--- src/rtl/fold_pkg.sv ---
package fold_pkg;

    typedef enum logic [1:0] {
        ACT_NONE    = 2'd0,
        ACT_PUSH    = 2'd1,
        ACT_REPLACE = 2'd2,
        ACT_PASS    = 2'd3
    } fold_act_e;

    typedef enum logic {
        ST_OPEN  = 1'b0,
        ST_CHAIN = 1'b1
    } fold_state_e;

endpackage

--- src/rtl/fold_run_scan.sv ---
module fold_run_scan #(
    parameter int FOLD_MAX = 5,
    localparam int CNT_W = $clog2(FOLD_MAX + 1)
) (
    input  logic [FOLD_MAX-1:0] is_imm,
    input  logic [FOLD_MAX-1:0] byte_valid,
    output logic [CNT_W-1:0]    run_len
);

    always_comb begin
        logic stopped;
        stopped = 1'b0;
        run_len = '0;
        for (int i = 0; i < FOLD_MAX; i++) begin
            if (!stopped && byte_valid[i] && is_imm[i]) begin
                run_len = run_len + CNT_W'(1);
            end else begin
                stopped = 1'b1;
            end
        end
    end

endmodule

--- src/rtl/fold_merge.sv ---
module fold_merge #(
    parameter int FOLD_MAX = 5,
    parameter int PAY_W    = 7,
    parameter int DATA_W   = 32,
    localparam int CNT_W = $clog2(FOLD_MAX + 1)
) (
    input  logic [FOLD_MAX*PAY_W-1:0] payloads,
    input  logic [CNT_W-1:0]          run_len,
    input  logic                      chain,
    input  logic [DATA_W-1:0]         stack_top,
    output logic [DATA_W-1:0]         merged
);

    always_comb begin
        logic [PAY_W-1:0] head;
        head = payloads[PAY_W-1:0];
        if (chain) begin
            merged = (stack_top << PAY_W) | DATA_W'(head);
        end else begin
            merged = {{(DATA_W-PAY_W){head[PAY_W-1]}}, head};
        end
        for (int i = 1; i < FOLD_MAX; i++) begin
            if (i < int'(run_len)) begin
                merged = (merged << PAY_W) | DATA_W'(payloads[i*PAY_W +: PAY_W]);
            end
        end
    end

endmodule

--- src/rtl/imm_fold_unit.sv ---
module imm_fold_unit
    import fold_pkg::*;
#(
    parameter int FOLD_MAX = 5,
    parameter int PAY_W    = 7,
    parameter int DATA_W   = 32,
    localparam int BYTE_W = PAY_W + 1,
    localparam int CNT_W  = $clog2(FOLD_MAX + 1)
) (
    input  logic                       clk,
    input  logic                       rst_n,
    input  logic [FOLD_MAX*BYTE_W-1:0] win_bytes,
    input  logic [FOLD_MAX-1:0]        win_valid,
    input  logic [DATA_W-1:0]          stack_top,
    input  logic                       exec_ready,
    input  logic                       flush,
    output logic [1:0]                 fold_act,
    output logic [CNT_W-1:0]           fold_count,
    output logic [DATA_W-1:0]          fold_value,
    output logic                       chain_flag
);

    fold_state_e state_q, state_d;
    fold_act_e   act;

    logic [FOLD_MAX-1:0]       is_imm;
    logic [FOLD_MAX*PAY_W-1:0] payloads;
    logic [CNT_W-1:0]          run_len;
    logic [DATA_W-1:0]         merged;
    logic                      fire;

    // Split each window byte into its immediate marker and its payload.
    for (genvar g = 0; g < FOLD_MAX; g++) begin : g_split
        assign is_imm[g]                   = win_bytes[g*BYTE_W + PAY_W];
        assign payloads[g*PAY_W +: PAY_W]  = win_bytes[g*BYTE_W +: PAY_W];
    end

    fold_run_scan #(.FOLD_MAX(FOLD_MAX)) scan_i (
        .is_imm     (is_imm),
        .byte_valid (win_valid),
        .run_len    (run_len)
    );

    fold_merge #(.FOLD_MAX(FOLD_MAX), .PAY_W(PAY_W), .DATA_W(DATA_W)) merge_i (
        .payloads  (payloads),
        .run_len   (run_len),
        .chain     (state_q == ST_CHAIN),
        .stack_top (stack_top),
        .merged    (merged)
    );

    // State register.
    always_ff @(posedge clk or negedge rst_n) begin
        if (!rst_n) state_q <= ST_OPEN;
        else        state_q <= state_d;
    end

    // Outputs and next state.
    always_comb begin
        act        = ACT_NONE;
        fold_count = '0;
        fold_value = '0;
        if (!flush && win_valid[0]) begin
            if (!is_imm[0]) begin
                act        = ACT_PASS;
                fold_count = CNT_W'(1);
            end else begin
                fold_count = run_len;
                fold_value = merged;
                unique case (state_q)
                    ST_OPEN:  act = ACT_PUSH;
                    ST_CHAIN: act = ACT_REPLACE;
                    default:  act = ACT_NONE;
                endcase
            end
        end
        fire    = exec_ready && (act != ACT_NONE);
        state_d = state_q;
        if (flush) begin
            state_d = ST_OPEN;                       // T_FLUSH
        end else if (fire) begin
            unique case (act)
                ACT_PUSH:    state_d = ST_CHAIN;     // T_START
                ACT_REPLACE: state_d = ST_CHAIN;     // T_EXTEND
                ACT_PASS:    state_d = ST_OPEN;      // T_BREAK
                default:     state_d = state_q;
            endcase
        end
    end

    assign fold_act   = act;
    assign chain_flag = (state_q == ST_CHAIN);

    assert_count_range_R4: assert property (@(posedge clk) disable iff (!rst_n)
        (fold_act == 2'd1 || fold_act == 2'd2) |->
            (fold_count >= CNT_W'(1) && fold_count <= CNT_W'(FOLD_MAX)));

    assert_flush_drops_R8: assert property (@(posedge clk) disable iff (!rst_n)
        flush |=> !chain_flag);

    assert_push_sets_flag_R2: assert property (@(posedge clk) disable iff (!rst_n)
        (exec_ready && !flush && fold_act == 2'd1) |=> chain_flag);

    assert_pass_clears_R5: assert property (@(posedge clk) disable iff (!rst_n)
        (exec_ready && !flush && fold_act == 2'd3) |=> !chain_flag);

    assert_stall_holds_R7: assert property (@(posedge clk) disable iff (!rst_n)
        (!exec_ready && !flush) |=> $stable(chain_flag));

    assert_replace_in_chain_R3: assert property (@(posedge clk) disable iff (!rst_n)
        (fold_act == 2'd2) |-> chain_flag);

    assert_idle_holds_R6: assert property (@(posedge clk) disable iff (!rst_n)
        (!win_valid[0] && !flush) |=> $stable(chain_flag));

endmodule

--- config.mk ---
export PLATFORM = sky130hd
export DESIGN_NAME = imm_fold_unit
export DESIGN_NICKNAME = d
export VERILOG_FILES = /design/src/rtl/fold_pkg.sv /design/src/rtl/fold_run_scan.sv /design/src/rtl/fold_merge.sv /design/src/rtl/imm_fold_unit.sv
export SDC_FILE = /design/constraint.sdc
export NUM_CORES = 1
export LEC_CHECK = 0
export CAP_MARGIN = 20
export CORE_ASPECT_RATIO = 1.1
export CORE_MARGIN = 2
export CORE_UTILIZATION = 43
export DETAILED_ROUTE_END_ITERATION = 16
export HOLD_SLACK_MARGIN = 0.15
export PLACE_DENSITY = 0.95
export SLEW_MARGIN = 20
export SYNTH_ARGS = -nofsm -noshare
export SYNTH_HDL_FRONTEND = slang
export SYNTH_SLANG_ARGS = --single-unit
--- constraint.sdc ---
create_clock -name clk -period 17.34 [get_ports clk]
set_input_delay 5.202 -clock clk [delete_from_list [all_inputs] [get_ports clk]]
set_output_delay 5.202 -clock clk [all_outputs]
set_load 0.02 [all_outputs]
==> results of run 1 <==
power by group through the flow:
stage / combinational, mW / sequential, mW / clock, mW
floorplan: 0.0373 / 0.00264 / 0
global placement: 0.0633 / 0.00313 / 0
detailed placement: 0.0643 / 0.00316 / 0
CTS: 0.0646 / 0.00317 / 0
global route: 0.0702 / 0.00327 / 0
finish: 0.0654 / 0.00320 / 0
logic make-up (layout without fill, tap and decap cells):
group | after synthesis | after routing
flops | 1 | 1
simple gates | 141 | 141
mux | 15 | 15
buf+inv | 31 | 118
fa+ha+maj | 5 | 5
compound gates | 121 | 121
xor+xnor | 4 | 4
layer usage:
metal	vias up	part of all wire [%]	global-route usage (%)
met2	193	46	45.1
met5	-	0	0
met4	0	1.4	4.62
met3	12	11	2.76
met1	1316	41	36.4
li1	1352	-	-
metrics by stage:
step	total power, mW	utilization (%)	instances	hold WS [ps]	setup WS, ps
detailed placement	0.0674	66.4	461	1020	2160
CTS	0.0678	66.4	461	1030	2140
global placement	0.0665	66.4	461	1000	2210
floorplan	0.0399	-	318	1060	3760
finish	0.0686	66.4	461	1070	2060
global route	0.0735	66.4	461	1120	1850
worst reg2reg max path, cell delays in order, from the launching register on:
cell and delay, ps:
dfrtp_1 880, inv_1 330, a21o_1 270, ha_1 180, nor2b_1 150, a21oi_1 90, a211oi_1 250
layout make-up:
cell class	count	area, um2	share of cell area, %
Inverter	6	22.5	0.729
Tap cell	56	70.1	2.27
Multi-Input combinational cell	286	1850	60.0
Sequential cell	1	25.0	0.810
Timing Repair Buffer	112	1120	36.2
layout by cell type (no fill, tap or decap), types with 2 or more instances in the layout:
cell,instances
o21ai_1,4
nand3_1,3
ha_1,5
a211oi_1,7
o21a_1,2
a211oi_2,3
a311o_1,2
a21oi_1,37
nor3_1,13
nor2_1,29
o2bb2ai_1,2
a311oi_1,12
o211ai_1,2
or3_1,2
o21ai_0,20
and3_1,6
a311oi_2,4
inv_1,6
a21o_1,2
mux2i_1,5
xnor2_4,2
nor2b_1,2
a31oi_1,4
mux2_2,8
o31a_1,2
nor2_4,2
o22a_1,7
clkdlybuf4s50_1,111
nand2_1,73
worst max-delay path by stage:
| stage | startpoint | end | slack, ps |
|---|---|---|---|
| 2_1_floorplan | win_valid[0] | fold_value[10] | 3760 |
| 3_3_place_gp | win_bytes[7] | fold_value[21] | 2210 |
| 3_5_place_dp | win_bytes[7] | fold_value[14] | 2160 |
| 4_1_cts | win_bytes[7] | fold_value[14] | 2140 |
| 5_1_grt | win_bytes[7] | fold_value[21] | 1850 |
| 6_report | win_bytes[7] | fold_value[21] | 2060 |
==> out/results.txt, run 1 <==
Switching power total = 0.0336 mW
GPL Wtd Cong = 0.945
Clock share of power = 0%
R2R setup slack = 15,100 ps
Family with the most delay on the worst path = buffers and inverters
Simple-gate share of the synthesized area = 32.1%
CP Buf/Inv Count = 5
Total GRT Usage = 26.5%
Seq/Total Area, Yosys = 1.20%
Vias in the first global route = 2,590
Slowest stage cell, crit path = clkdlybuf4s50_1
Count of hold-fix buffers inserted at cts = 0
RR Startpoint = chain_flag$_DFFE_PN0P_
Peak Freq = 65.5 MHz
Pleak = 1.13 nW
Synth Warn # = 0
Relative slew slack = 33.8%
Crit end category = output port
Total grt overflow = 0
Synth Instances = 318
WL final = 7.81 mm
Core Region = 4650 um2
Synthesized area per cell = 6.58 um2
First drt pass iteration count = 5
Async set-or-reset flop fraction in the synthesized netlist = 100%
Synth Register Bits = 1
CP max stage delay = 630 ps
Worst-Skew Late Latency = 0 ps
Layout cells sized above 1 = 8.15%
Ys flop type = dfrtp_1
Sw Share = 49.0%
RSZ-0062 raised after global routing = false
Post-layout net count = 493
WL/cell = 16.9 um
First-pass GRT wire length = 12.3 mm
WHS Path Cells = 2
Adder-cell share of the synthesized area = 2.99%
Largest area contributor in the netlist = nand2_1
DP Wirelength = 5.70 mm
Seq pwr share = 4.7%
Worst hold endpoint = chain_flag$_DFFE_PN0P_
Top-count cell post-synth = nand2_1
Row cnt = 26
Gate power share = 95.3%
Cell Int Power = 0.0350 mW
Placed cell area = 3090 um2
Reg2Reg Depth = 6
Final Hold Fails = 0
EDFF count, synth = 0
Die Ht = 77.2 um
DR vias/cell = 6.23
CP Max Fanout = 33
Die Width = 70.5 um
Worst path cell trace = clkdlybuf4s50_1, nand2_1, inv_1, and3_1, ha_1, nand3b_4, xnor2_4, o21ai_0, ha_1, inv_1, or3_1, mux2i_4, buf_4, nor2_1, o32ai_1, o21a_1, clkdlybuf4s50_1
DRC viols = 0
Initial antenna violation count = 0
Final Cycle Share = 88.1%
Worst-Margin Slew = 992 ps
Origin of the worst min-delay path = chain_flag$_DFFE_PN0P_
Synth top area share = 13.1%
Syn Std Cell Area = 2090 um2
Port Buffers = 111
Starting Density = 45.0%
DR iter-0 viols = 439
Max-cap viol count = 0
Crit path time final = 15,280 ps
Crit Path Class = in2out
Post-CTS setup buffer count = 0
Reg clk slew, reported paths = 0 ps
Xor and xnor area share after synthesis = 3.83%
Setup TNS = 0 ps
Fin area = 3090 um2
Largest family of logic cells by synthesized area = compound AO/OA/AOI/OAI gates
CP Depth = 17
Worst Path Required = 12,140 ps
Status = completed
I/O pins = 119
Pwr Density = 22.2 nW/um2
Fillcell total = 427
Max-slew violations = 0
Vias = 2,873
R2R Path End = chain_flag$_DFFE_PN0P_
Crit start category = input port
Post-CTS sizing = 0
Die ar. = 5440 um2
Compound-gate portion of the synthesized area = 41.3%
Antenna cell count = 0
Critical Path AT = 10,080 ps
Synthesized net count = 404
Top post-synthesis cells by count = nand2_1 (73), a21oi_1 (37), nor2_1 (29)
Post-route ant nets = 0
Synth unique cells = 60
Layout Skew = 0 ps
Max reg flops = 1
Pin count of the biggest net entering global routing = 37
VDD IR-drop max = 0.0126 mV
Setup violators final = 0
Post-synthesis mux area share = 8.31%
Area growth syn-to-layout = 47.6%
Worst hold path class = reg2reg
Synth top area cells = nand2_1 (13%), a21oi_1 (8.9%), nor2_1 (5.2%)
Power figures use the tool's default switching activity.
==> run 2, diff against run 1 <==
--- a/config.mk
+++ b/config.mk
@@ -5,13 +5,14 @@
 export SDC_FILE = /design/constraint.sdc
 export NUM_CORES = 1
 export LEC_CHECK = 0
-export CAP_MARGIN = 20
 export CORE_ASPECT_RATIO = 1.1
 export CORE_MARGIN = 2
 export CORE_UTILIZATION = 43
 export DETAILED_ROUTE_END_ITERATION = 16
 export HOLD_SLACK_MARGIN = 0.15
+export MAX_ROUTING_LAYER = met4
 export PLACE_DENSITY = 0.95
+export SKIP_LAST_GASP = 1
 export SLEW_MARGIN = 20
 export SYNTH_ARGS = -nofsm -noshare
 export SYNTH_HDL_FRONTEND = slang
==> run 2 against run 1 <==
First-iteration DRC count down 23%. Sequential share of layout area unchanged. Wire length down 0.28%. Die area unchanged. Critical path depth down 1. Via count down 0.84%. Clock skew unchanged. Register-to-register slack better by 30 ps. Fmax up 0.21%. Critical path type unchanged. Largest power group unchanged. Highest routed layer unchanged.
==> out/results.txt, run 2 (synthesis results as in run 1) <==
Status = completed
Die Width = 70.5 um (unchanged)
Crit Path Class = in2out
Post-route ant nets = 0 (unchanged)
Reg clk slew, reported paths = 0 ps (unchanged)
Layout Skew = 0 ps (unchanged)
Most frequent cells in the layout = clkdlybuf4s50_1 (111), nand2_1 (73), a21oi_1 (37)
Final Power = 0.0686 mW (about the same)
Final Cycle Share = 87.9% (-0.18 points)
Antenna cell count = 0 (unchanged)
Fin area = 3090 um2 (unchanged)
Die Ht = 77.2 um (unchanged)
Area of the multi-input gates = 1850 um2 (unchanged)
Dpl ws = 2160 ps (+0.800 ps)
DR vias/cell = 6.18 (-0.84%)
Total GRT Usage = 27.7% (+1.1 points)
GR Util met3 = 3.55% (+0.79 points)
Worst path cell trace = clkdlybuf4s50_1, nand2_1, inv_1, and3_1, ha_1, nand3b_4, xnor2_4, o21ai_0, ha_1, nor2_4, a211o_2, nand2_2, nand2_1, a311o_1, a211oi_2, clkdlybuf4s50_1
Final Hold Fails = 0 (unchanged)
Fin util = 66.4% (unchanged)
Count of hold-fix buffers inserted at cts = 0 (unchanged)
Placed cell area = 3090 um2 (unchanged)
Worst hold path class = reg2reg
Critical Path AT = 10,040 ps (-40 ps)
Crit path time final = 15,250 ps (-31.3 ps)
Initial antenna violation count = 0 (unchanged)
Worst Path Required = 12,140 ps (about the same)
Die ar. = 5440 um2 (unchanged)
Post-CTS setup buffer count = 0 (unchanged)
Worst hold endpoint = chain_flag$_DFFE_PN0P_
WL final = 7.79 mm (-0.28%)
RR Startpoint = chain_flag$_DFFE_PN0P_
Row cnt = 26 (unchanged)
Pleak = 1.13 nW (unchanged)
Worst-Margin Slew = 873 ps (-118 ps)
Area growth syn-to-layout = 47.6% (unchanged)
Worst Setup SP = win_bytes[7]
Fillcell total = 430 (+0.70%)
M1 GR Usage = 36.5% (+0.10 points)
Layout cells sized above 1 = 8.15% (unchanged)
I/O pins = 119 (unchanged)
Vias = 2,849 (-0.84%)
Slowest stage cell, crit path = clkdlybuf4s50_1
Total grt overflow = 0 (unchanged)
Non-filler cells, final = 461 (unchanged)
Starting Density = 45.0% (unchanged)
Max-cap viol count = 0 (unchanged)
Pin count of the biggest net entering global routing = 37 (unchanged)
Setup violators final = 0 (unchanged)
Post-CTS sizing = 0 (unchanged)
WL/cell = 16.9 um (-0.28%)
Worst-Skew Late Latency = 0 ps (unchanged)
Crit end category = output port
Origin of the worst min-delay path = chain_flag$_DFFE_PN0P_
R2R Path End = chain_flag$_DFFE_PN0P_
Vias in the first global route = 2,605 (+0.58%)
Post-Place Cells = 461 (unchanged)
WHS Path Cells = 2 (unchanged)
Most used routing layer = met2
Reg2Reg Depth = 6 (unchanged)
DRC viols = 0 (unchanged)
Max-slew violations = 0 (unchanged)
VDD IR-drop max = 0.0164 mV (+30%)
Setup TNS = 0 ps (unchanged)
Hold Slack = 1060 ps (-4.60 ps)
CP Max Fanout = 36 (+9.1%)
R2R setup slack = 15,130 ps (+30 ps)
Pwr Density = 22.2 nW/um2 (about the same)
DP Wirelength = 5.74 mm (+0.56%)
GPL Wtd Cong = 0.954 (+0.89%)
Port Buffers = 111 (unchanged)
Commonest non-fill, non-tap cell in the layout = clkdlybuf4s50_1
Register area = 25.0 um2 (unchanged)
Relative slew slack = 41.7% (+7.9 points)
Core Region = 4650 um2 (unchanged)
DR iter-0 viols = 339 (-23%)
RSZ-0062 raised after global routing = false
Met2 Track Usage GR = 46.2% (+1.1 points)
Peak Freq = 65.6 MHz (+0.21%)
Final worst slack = 2090 ps (+31.3 ps)
Post-layout net count = 493 (unchanged)
First-pass GRT wire length = 12.5 mm (+2.1%)
First drt pass iteration count = 6 (+1)
CP max stage delay = 650 ps (+20 ps)
Max reg flops = 1 (unchanged)
Crit start category = input port
==> run 2: layout make-up <==
| class | count | area share [%] |
|---|---|---|
| Multi-Input combinational cell | 286 | 60.0 |
| Inverter | 6 | 0.729 |
| Tap cell | 56 | 2.27 |
| Sequential cell | 1 | 0.810 |
| Timing Repair Buffer | 112 | 36.2 |
==> run 2: worst max-delay path by stage <==
stage | to | cells past startpoint
detailed placement | fold_value[17] | 16
CTS | fold_value[17] | 16
finish | fold_value[17] | 16
floorplan | fold_value[10] | 16
global route | fold_value[25] | 16
global placement | fold_value[17] | 16
==> run 2: routing by layer <==
layer	routed length [um]	part of all wire (%)
met4	71	0.91
met3	723	9.3
met5	0	0
met2	3680	47
met1	3310	43
==> run 2: report_power, final <==
group	switching [mW]	internal (mW)
clock network	0	0
logic	0.0329	0.0326
registers	0.000715	0.00246
total	0.0336	0.0350
==> run 2: worst max-delay path: cells and delay by family <==
kind / cells / cell delay [ps]
xor+xnor: 1 / 140
buf+inv: 3 / 1240
simple gates: 6 / 1460
fa+ha+maj: 2 / 870
compound gates: 4 / 1120
==> run 3, diff against run 2 <==
--- a/config.mk
+++ b/config.mk
@@ -5,13 +5,14 @@
 export SDC_FILE = /design/constraint.sdc
 export NUM_CORES = 1
 export LEC_CHECK = 0
+export ABC_AREA = 1
 export CORE_ASPECT_RATIO = 1.1
 export CORE_MARGIN = 2
-export CORE_UTILIZATION = 43
+export CORE_UTILIZATION = 37
 export DETAILED_ROUTE_END_ITERATION = 16
 export HOLD_SLACK_MARGIN = 0.15
 export MAX_ROUTING_LAYER = met4
-export PLACE_DENSITY = 0.95
+export PLACE_DENSITY = 0.86
 export SKIP_LAST_GASP = 1
 export SLEW_MARGIN = 20
 export SYNTH_ARGS = -nofsm -noshare
==> constraint.sdc (replaced) <==
create_clock -name clk -period 12.4 [get_ports clk]
set_input_delay 3.72 -clock clk [delete_from_list [all_inputs] [get_ports clk]]
set_output_delay 3.72 -clock clk [all_outputs]
set_load 0.02 [all_outputs]
==> run 3 against run 2 <==
Synthesized cell count is 48% higher. Die area is 25% higher. Synthesized area rose by 9.1%. Via count increased by 22%. Critical path depth increased by 7. Hold slack worse by 160 ps. Setup slack got worse by 1300 ps. First-iteration DRC count fell by 20%. Critical path type unchanged.
==> out/results.txt, run 3 <==
Setup violators final = 0 (unchanged)
Seq pwr share = 4.0% (-0.6 points)
Worst path cell trace = clkdlybuf4s50_1, nand2_1, nor2_1, ha_1, nand2_1, nor2_4, nand2_1, nand2_1, nand2_1, nand2_1, inv_1, ha_1, nand3_1, nand3_1, nand2_4, buf_4, inv_2, nand2_2, inv_2, nand3_1, nand2_1, nor2_1, clkdlybuf4s50_1
Commonest non-fill, non-tap cell in the layout = nand2_1
Die Width = 78.9 um (+12%)
Row cnt = 30 (+15%)
Async set-or-reset flop fraction in the synthesized netlist = 100% (unchanged)
CP Max Fanout = 19 (-47%)
Synth top area cells = nand2_1 (26%), nand3_1 (13%), inv_1 (8.1%)
Crit start category = input port
VDD IR-drop max = 0.0129 mV (-21%)
Worst-Skew Late Latency = 0 ps (unchanged)
Total grt overflow = 0 (unchanged)
Vias in the first global route = 3,322 (+28%)
Family with the most delay on the worst path = buffers and inverters
DR iter-0 viols = 271 (-20%)
First-pass GRT wire length = 14.1 mm (+13%)
Die Ht = 86.4 um (+12%)
Post-route ant nets = 0 (unchanged)
Critical Path AT = 7860 ps (-2180 ps)
WL/cell = 13.4 um (-21%)
DP Wirelength = 6.51 mm (+13%)
Synth Instances = 472 (+48%)
Post-CTS sizing = 0 (unchanged)
Relative slew slack = 56.5% (+15 points)
Synthesized net count = 558 (+38%)
DRC viols = 0 (unchanged)
Final Cycle Share = 93.4%
Largest area contributor in the netlist = nand2_1
Sw Share = 50.0% (+1.1 points)
Total GRT Usage = 25.4% (-2.3 points)
EDFF count, synth = 0 (unchanged)
Synth Warn # = 0 (unchanged)
Top post-synthesis cells by count = nand2_1 (160), nand3_1 (59), inv_1 (49)
Area growth syn-to-layout = 48.3%
Antenna cell count = 0 (unchanged)
WL final = 8.62 mm (+11%)
Top-count cell post-synth = nand2_1
Layout cells sized above 1 = 6.04% (-2.1 points)
Gate power share = 96.0% (+0.6 points)
Crit end category = output port
CP most frequent cell = nand2_1
DR vias/cell = 5.39 (-13%)
Pleak = 1.61 nW (+42%)
Synth unique cells = 31 (-48%)
Pwr Density = 26.5 nW/um2 (+19%)
I/O pins = 119 (unchanged)
Dpl ws = 870 ps (-1290 ps)
Ys flop type = dfrtp_1
Clock share of power = 0% (unchanged)
Post-layout net count = 651 (+32%)
Crit Path Class = in2out
Synth Register Bits = 1 (unchanged)
First drt pass iteration count = 5 (-1)
Port Buffers = 111 (unchanged)
Pin count of the biggest net entering global routing = 31 (-16%)
CP Buf/Inv Count = 6 (+3)
Initial antenna violation count = 0 (unchanged)
Max reg flops = 1 (unchanged)
CP max stage delay = 630 ps (-20 ps)
Worst hold path class = reg2reg
Post-CTS setup buffer count = 0 (unchanged)
Final worst slack = 815 ps (-1280 ps)
Layout Skew = 0 ps (unchanged)
Switching power total = 0.0449 mW (+34%)
Starting Density = 37.5% (-7.4 points)
Worst Path Required = 8680 ps (-3460 ps)
Count of hold-fix buffers inserted at cts = 0 (unchanged)
Vias = 3,466 (+22%)
Max-slew violations = 0 (unchanged)
Final Hold Fails = 0 (unchanged)
RSZ-0062 raised after global routing = false
Peak Freq = 86.3 MHz
Core Region = 6080 um2 (+31%)
Cell Int Power = 0.0449 mW (+28%)
Status = completed
Synthesized area per cell = 4.84 um2 (-27%)
Max-cap viol count = 0 (unchanged)
Most frequent cells in the layout = nand2_1 (160), clkdlybuf4s50_1 (111), nand3_1 (59)
Slowest stage cell, crit path = clkdlybuf4s50_1
Synth top area share = 26.3% (+13 points)
Reg clk slew, reported paths = 0 ps (unchanged)
Die ar. = 6810 um2 (+25%)
Setup TNS = 0 ps (unchanged)
Syn Std Cell Area = 2280 um2 (+9.1%)
Crit path time final = 11,580 ps
GPL Wtd Cong = 0.878 (-8.0%)
Worst-Margin Slew = 651 ps (-222 ps)
Seq/Total Area, Yosys = 1.10% (-0.10 points)
run 3: per-layer routing:
layer | wire length, um | global-route usage, %
met1 | 3520 | 28.8
met2 | 4460 | 48.9
met3 | 458 | 0.521
met4 | 180 | 6.90
met5 | 0 | -
run 3: kinds of logic after synthesis:
kind of cell             synth area share, %
AND/OR/NAND/NOR                         55.9
AO/OA/AOI/OAI                           23.7
buffers and inverters                   16.6
adder cells (fa/ha/maj)                 2.74
flip-flops                              1.10
run 3: final cells by class:
cell class              count  area [um2]
flip-flops and latches      1        25.0
fillers                   686        2700
inverters                  55         206
multi-input cells         388        1880
repair buffers            119        1170
well taps                  80         100
run 3: per-stage QoR:
step | power, mW | cells | area (um2) | hold WS (ps) | utilization, %
finish | 0.0897 | 643 | 3380 | 902 | 55.7
global route | 0.0987 | 643 | 3380 | 1000 | 55.7
global placement | 0.0881 | 643 | 3380 | 877 | 55.7
detailed placement | 0.0890 | 643 | 3380 | 906 | 55.7
floorplan | 0.0476 | 472 | 2280 | 965 | -
CTS | 0.0895 | 643 | 3380 | 907 | 55.7
run 3: worst min-delay path, stage by stage (launching register included):
cell and delay, ps:
dfrtp_1 370, a21oi_1 120, inv_1 60, ha_1 130, inv_1 50, nand3_1 60, a21oi_1 60
run 3: power by group through the flow:
stage | Combinational, mW | Clock, mW | Sequential [mW]
floorplan | 0.0439 | 0 | 0.00376
global placement | 0.0845 | 0 | 0.00362
detailed placement | 0.0854 | 0 | 0.00361
CTS | 0.0859 | 0 | 0.00361
global route | 0.0951 | 0 | 0.00364
finish | 0.0861 | 0 | 0.00362
run 3: worst paths after layout:
path | from | cells past startpoint | slack, ps | to
worst max-delay path | win_bytes[7] | 23 | 820 | fold_value[27]
worst min-delay path | chain_flag$_DFFE_PN0P_ | 6 | 900 | chain_flag$_DFFE_PN0P_
worst max register to register | chain_flag$_DFFE_PN0P_ | 7 | 10620 | chain_flag$_DFFE_PN0P_
worst min register to register | chain_flag$_DFFE_PN0P_ | 6 | 900 | chain_flag$_DFFE_PN0P_
max in group asynchronous | rst_n | 1 | 8430 | chain_flag$_DFFE_PN0P_
min in group asynchronous | rst_n | 1 | 3870 | chain_flag$_DFFE_PN0P_
